===== config.mk =====
export PLATFORM = sky130hd
export DESIGN_NAME = score_game
export DESIGN_NICKNAME = d
export VERILOG_FILES = /design/src/rtl/score_game_pkg.sv /design/src/rtl/cnt_core.sv /design/src/rtl/score_tally.sv /design/src/rtl/game_judge.sv /design/src/rtl/score_game.sv
export SDC_FILE = /design/constraint.sdc
export NUM_CORES = 1
export LEC_CHECK = 0
export BUFFER_PORTS_ARGS = -buffer_cell sky130_fd_sc_hd__clkbuf_2
export CAP_MARGIN = 25
export CELL_PAD_IN_SITES_DETAIL_PLACEMENT = 1
export CELL_PAD_IN_SITES_GLOBAL_PLACEMENT = 1
export CORE_ASPECT_RATIO = 0.6
export CORE_MARGIN = 2
export CORE_UTILIZATION = 36
export CTS_CLUSTER_SIZE = 40
export DETAILED_ROUTE_END_ITERATION = 8
export PLACE_DENSITY_LB_ADDON = 0.1
export REMOVE_ABC_BUFFERS = 1
export SYNTH_ARGS = -nofsm -noshare
export SYNTH_HDL_FRONTEND = slang
export SYNTH_HIERARCHICAL = 1
export SYNTH_SLANG_ARGS = --single-unit

===== constraint.sdc =====
create_clock -name clk_i -period 2.75 [get_ports clk_i]
set_input_delay 0.55 -clock clk_i [delete_from_list [all_inputs] [get_ports clk_i]]
set_output_delay 0.55 -clock clk_i [all_outputs]
set_load 0.02 [all_outputs]

===== src/rtl/score_game_pkg.sv =====
package score_game_pkg;
  typedef enum logic [1:0] {
    MODE_UP1  = 2'b00,
    MODE_DN1  = 2'b01,
    MODE_UPS  = 2'b10,
    MODE_DNS  = 2'b11
  } mode_e;

  typedef enum logic {
    PLAYER_LO = 1'b0,
    PLAYER_HI = 1'b1
  } player_e;
endpackage


===== src/rtl/cnt_core.sv =====
module cnt_core #(
  parameter int WIDTH = 8
) (
  input  logic             clk_i,
  input  logic             rst_ni,
  input  logic             init_i,
  input  logic [WIDTH-1:0] init_val_i,
  input  logic [1:0]       mode_i,
  input  logic [WIDTH-1:0] step_i,
  output logic [WIDTH-1:0] cnt_o,
  output logic             dir_down_o,
  output logic             all_ones_o,
  output logic             all_zeros_o
);
  import score_game_pkg::*;

  logic [WIDTH-1:0] cnt_q, cnt_d, delta;
  logic             dir_q;
  mode_e            mode;

  assign mode  = mode_e'(mode_i);
  assign delta = (mode == MODE_UPS || mode == MODE_DNS) ? step_i : WIDTH'(1);

  always_comb begin
    if (init_i)         cnt_d = init_val_i;
    else if (mode_i[0]) cnt_d = cnt_q - delta;
    else                cnt_d = cnt_q + delta;
  end

  always_ff @(posedge clk_i) begin
    if (!rst_ni) begin
      cnt_q <= '0;
      dir_q <= 1'b0;
    end else begin
      cnt_q <= cnt_d;
      dir_q <= mode_i[0];
    end
  end

  assign cnt_o       = cnt_q;
  assign dir_down_o  = dir_q;
  assign all_ones_o  = &cnt_q;
  assign all_zeros_o = ~|cnt_q;
endmodule


===== src/rtl/score_tally.sv =====
module score_tally #(
  parameter int TW = 3
) (
  input  logic          clk_i,
  input  logic          rst_ni,
  input  logic          hit_i,
  input  logic          freeze_i,
  output logic [TW-1:0] tally_o
);
  logic [TW-1:0] tally_q;

  always_ff @(posedge clk_i) begin
    if (!rst_ni)                tally_q <= '0;
    else if (hit_i && !freeze_i) tally_q <= tally_q + TW'(1);
  end

  assign tally_o = tally_q;
endmodule


===== src/rtl/game_judge.sv =====
module game_judge #(
  parameter int TW        = 3,
  parameter int WIN_SCORE = 5
) (
  input  logic [TW-1:0] hi_tally_i,
  input  logic [TW-1:0] lo_tally_i,
  output logic          game_over_o,
  output logic          who_o
);
  import score_game_pkg::*;

  localparam logic [TW-1:0] LIMIT = TW'(WIN_SCORE);

  logic hi_done, lo_done;

  assign hi_done     = (hi_tally_i == LIMIT);
  assign lo_done     = (lo_tally_i == LIMIT);
  assign game_over_o = hi_done | lo_done;
  // high player wins a tie
  assign who_o       = hi_done ? PLAYER_HI : PLAYER_LO;
endmodule


===== src/rtl/score_game.sv =====
module score_game #(
  parameter  int WIDTH     = 8,
  parameter  int WIN_SCORE = 5,
  localparam int TW        = $clog2(WIN_SCORE + 1)
) (
  input  logic             clk_i,
  input  logic             rst_ni,
  input  logic             init_i,
  input  logic [WIDTH-1:0] init_val_i,
  input  logic [1:0]       mode_i,
  input  logic [WIDTH-1:0] step_i,
  output logic [WIDTH-1:0] cnt_o,
  output logic             dir_down_o,
  output logic [TW-1:0]    hi_tally_o,
  output logic [TW-1:0]    lo_tally_o,
  output logic             game_over_o,
  output logic             who_o
);
  logic          ev_ones, ev_zeros, over;
  logic [1:0]    hit;
  logic [TW-1:0] tally [2];

  cnt_core #(.WIDTH(WIDTH)) u_cnt (
    .clk_i       (clk_i),
    .rst_ni      (rst_ni),
    .init_i      (init_i),
    .init_val_i  (init_val_i),
    .mode_i      (mode_i),
    .step_i      (step_i),
    .cnt_o       (cnt_o),
    .dir_down_o  (dir_down_o),
    .all_ones_o  (ev_ones),
    .all_zeros_o (ev_zeros)
  );

  // index 0 = low player, 1 = high player
  assign hit = {ev_ones, ev_zeros};

  for (genvar p = 0; p < 2; p++) begin : g_tally
    score_tally #(.TW(TW)) u_tally (
      .clk_i    (clk_i),
      .rst_ni   (rst_ni),
      .hit_i    (hit[p]),
      .freeze_i (over),
      .tally_o  (tally[p])
    );
  end

  game_judge #(.TW(TW), .WIN_SCORE(WIN_SCORE)) u_judge (
    .hi_tally_i  (tally[1]),
    .lo_tally_i  (tally[0]),
    .game_over_o (over),
    .who_o       (who_o)
  );

  assign hi_tally_o  = tally[1];
  assign lo_tally_o  = tally[0];
  assign game_over_o = over;
endmodule


==> parameters.txt <==
Parameter                              Value

Power and ir drop
  Sequential group share of total power ... 0.368
  Leak ... between 0.6 and 0.7 nW
  Worst vdd ir ... around 180 uV
  Sw Share ... 0.355
  Fraction of power consumed by the clock network ... 0.254
  Net Switching ... approximately 0.25 mW
  Final Power ... 0.713 mW
  Combinational Power Share ... 0.378
  Cell-internal power ... ~0.46 mW
  Power density of the placed cells ... between 400 and 500 mW/mm^2

CTS
  Maximum clock path buffer count ... 2
  Cell at the root of the clock tree ... sky130_fd_sc_hd__clkbuf_8
  Sinks on Clock Net ... 15
  Clock Latency Late Sink ... roughly 250 ps
  Clk pin slew, worst setup/hold paths ... 60 ps
  Post-CTS Repair Setup Buffers ... 0
  CTS H-tree depth ... 1
  Cts bufs inserted ... 3
  Clock tree from TritonCTS ... built

Timing
  Min Hold Slack ... roughly 550 ps
  Final Max Tran Viols ... 0
  Final setup vio count ... 0
  Count of endpoints failing hold in the final timing report ... 0
  Minimum clock period ... roughly 2500 ps
  Unrepaired setup endpoints after global routing ... no
  Headroom to the max-slew limit ... 0.745
  TNS Setup ... 0 ps
  Share of the clock period used by the worst path after layout ... 0.900
  Slew at the pin closest to its max-slew limit ... approximately 380 ps
  Final Worst Setup Slack ... 274 ps
  Worst Clk Skew ... 4.69 ps
  Maximum frequency from static timing analysis ... 0.404 GHz

Final layout
  Number of nets in the layout ... 220
  Final antenna diode count ... 0
  Post-Route Utilization ... 0.473
  Finished Cell Area ... 0.00152 sq mm
  Cell Count, Final, Fillers Out ... 233
  Area used by sequential logic in the layout ... approximately 300 sq um
  Fraction of layout instances using a drive strength above 1 ... 0.282
  Area of the multi-input gates ... roughly 860 sq um
  P&R area growth vs syn ... 27.1%
  Fill cell total of the finished layout ... 407

Route
  Wire length reported by the detailed router ... between 3000 and 4000 microns
  Via total after detailed routing ... approximately 1200
  Router iterations before antenna repair ... 4
  Wirelength per Cell ... ~14 microns
  Drc violations ... 0
  DRT iter0 DRCs ... 24
  Number of nets with antenna violations after detailed routing ... 0
  Average via count per standard cell ... roughly 5.2

Setup path
  Cell breakdown of the critical path ... clkbuf_2 -> or4_4 -> o31ai_1 -> a21oi_1 -> a21oi_1 -> ha_1 -> a21oi_1 -> nand4_1 -> nand2_1 -> xnor2_1 -> a21oi_1
  Critical Path AT ... around 2600 ps
  Worst endpoint required time ... roughly 2900 ps
  Start-to-end type of the worst setup path ... input port to register
  Slowest cell delay on critical path ... around 570 ps
  Number of buffer and inverter stages on the critical path ... 1
  CP dominant cell by count ... sky130_fd_sc_hd__a21oi_1
  CP max stage cell ... sky130_fd_sc_hd__or4_4
  Top Family by Delay on Critical Path ... simple AND/OR/NAND/NOR gates
  Startpoint class of the critical path ... input port
  Crit end category ... register
  Largest driver fanout on the critical path ... 8

Outcome
  Status ... completed

Placement
  Placed insts ... roughly 230
  Number of port buffers ... 37
  Placed cell areas ... between 0.001 and 0.0015 sq mm
  Half-perimeter wire length after detailed placement ... around 2700 microns
  Final Wtd Congestion ... 0.790
  Worst slack at placement ... -112 ps

Synthesis
  Share of flip-flops with an asynchronous set or reset ... 0
  Post-synthesis area per instance ... 8.11 sq um
  Post-synthesis cell area ... 0.00119 sq mm
  Cells after synthesis ... around 150
  Flip-flop and latch count after synthesis ... 15
  Most used standard cells in the synthesized netlist ... 15 x sky130_fd_sc_hd__dfxtp_1, 14 x sky130_fd_sc_hd__a21oi_1, 14 x sky130_fd_sc_hd__nand2_1
  Warning count from the yosys run ... 6
  Most area-hungry cell type in the Yosys netlist ... sky130_fd_sc_hd__dfxtp_1
  Number of distinct library cell variants in the gate-level netlist after synthesis ... 39
  Number of enable flip-flop cells after synthesis ... 0
  Fraction of synthesized cell area taken by the top area cell type ... 0.252
  Sequential area share after synthesis ... 0.252
  Dominant register cell in the synthesized netlist ... sky130_fd_sc_hd__dfxtp_1
  Most common cell in the netlist ... sky130_fd_sc_hd__dfxtp_1
  Cell types with the largest area share after synthesis ... sky130_fd_sc_hd__dfxtp_1 25%, sky130_fd_sc_hd__ha_1 9.4%, sky130_fd_sc_hd__a21oi_1 5.9%, sky130_fd_sc_hd__and2_1 4.7%, sky130_fd_sc_hd__nand2_1 4.4%

Global routing
  Via count of the first global-routing pass ... 1253
  Pin count of the biggest net entering global routing ... 21
  Wire length of the first global-routing pass ... approximately 5700 microns
  Total global routing overflow ... 0
  Antenna violations before repair ... 0
  GR Util All Layers ... 0.191

Floorplanning
  I/O pins ... 38
  Horizontal extent of the die ... ~78 microns
  Floorplan core area ... ~0.0032 sq mm
  Number of standard-cell rows in the floorplan ... 16
  Die footprint ... between 0.003 and 0.004 sq mm
  Height of the die ... 48.6 microns
  Initial Utilization ... 0.372

Run
  # Max-Cap Violations ... 0

Hold path
  Path class of the lowest-slack min-delay path ... input port to register
## state kept, by name, indices dropped and copies added (netlist names)
name,cells
u_cnt/dir_down_o,1
g_tally.u_tally/tally_o,6
u_cnt/cnt_o,8
## path summary, 6_finish.rpt
kind | from | to | slack (ps) | cells past startpoint
worst max-delay path | step_i[2] | u_cnt/cnt_o[7] | 270 | 11
worst min-delay path | init_val_i[5] | u_cnt/cnt_o[5] | 550 | 3
worst max register to register | u_cnt/cnt_o[0] | u_cnt/cnt_o[6] | 770 | 10
worst min register to register | g_tally[0].u_tally/tally_o[1] | g_tally[0].u_tally/tally_o[1] | 590 | 2
## metal layers
layer / global-route usage / up-vias / wire, microns / share of wire
li1: - / 611 / - / -
met1: 0.261 / 574 / 1730 / 0.52
met2: 0.310 / 23 / 1500 / 0.45
met3: 0.0466 / 0 / 100 / 0.030
met4: 0.0322 / 0 / 0 / 0
met5: 0 / - / 0 / 0
## power groups by stage
stage	clock, mW	sequential, mW	combinational [mW]
detailed placement	0	0.267	0.266
global route	0.202	0.265	0.301
global placement	0	0.265	0.257
finish	0.181	0.262	0.270
CTS	0.188	0.262	0.270
floorplan	0	0.284	0.150
## cell type report
cell class	count	area share
Tap cell	45	0.0372
Multi-Input combinational cell	121	0.568
Inverter	4	0.00991
Timing Repair Buffer	44	0.157
Clock buffer	4	0.0297
Sequential cell	15	0.198
## kinds of logic after synthesis
logic type | after synthesis | share of synthesized area
AOI/OAI and AO/OA | 38 | 0.197
xor gates and xnor gates | 8 | 0.0588
adders and majority gates | 10 | 0.111
buffers and inverters | 11 | 0.0357
DFF | 15 | 0.252
muxes | 3 | 0.0252
and+or+nand+nor | 62 | 0.320
## worst reg2reg max path, delay by kind of cell, from the launching register on
kind	cells	cell delay, ps
adder cells (fa/ha/maj)	2	570
buffers and inverters	2	110
AND/OR/NAND/NOR	2	190
flip-flops	1	330
AO/OA/AOI/OAI	4	690
## cells in the final DEF (no fill, tap or decap), drive strengths merged, types with 2 or more instances in the layout
master / netlist / routed
a21oi: 14 / 14
buf: 2 / 7
nand4b: 2 / 2
nand3: 2 / 2
nand3b: 3 / 3
nor4: 2 / 2
nand4: 4 / 4
mux2i: 3 / 3
xnor2: 5 / 5
inv: 4 / 4
nor3: 3 / 3
o21a: 2 / 2
or4: 3 / 3
nand2b: 4 / 4
dfxtp: 15 / 15
xor2: 3 / 3
nor2b: 8 / 8
o21ai: 9 / 9
nand2: 14 / 14
o21bai: 2 / 2
ha: 9 / 9
nor2: 6 / 6
and2: 9 / 9
o31ai: 3 / 3
o211ai: 2 / 2
clkbuf: 5 / 41
## repair_timing
| item | 4_1_cts | 5_1_grt |
|---|---|---|
| resized for setup | 0 | 2 |
| hold buffers | 0 | 0 |
| endpoints found under the setup margin | 0 | 1 |
(Power assumes the default switching activity.)
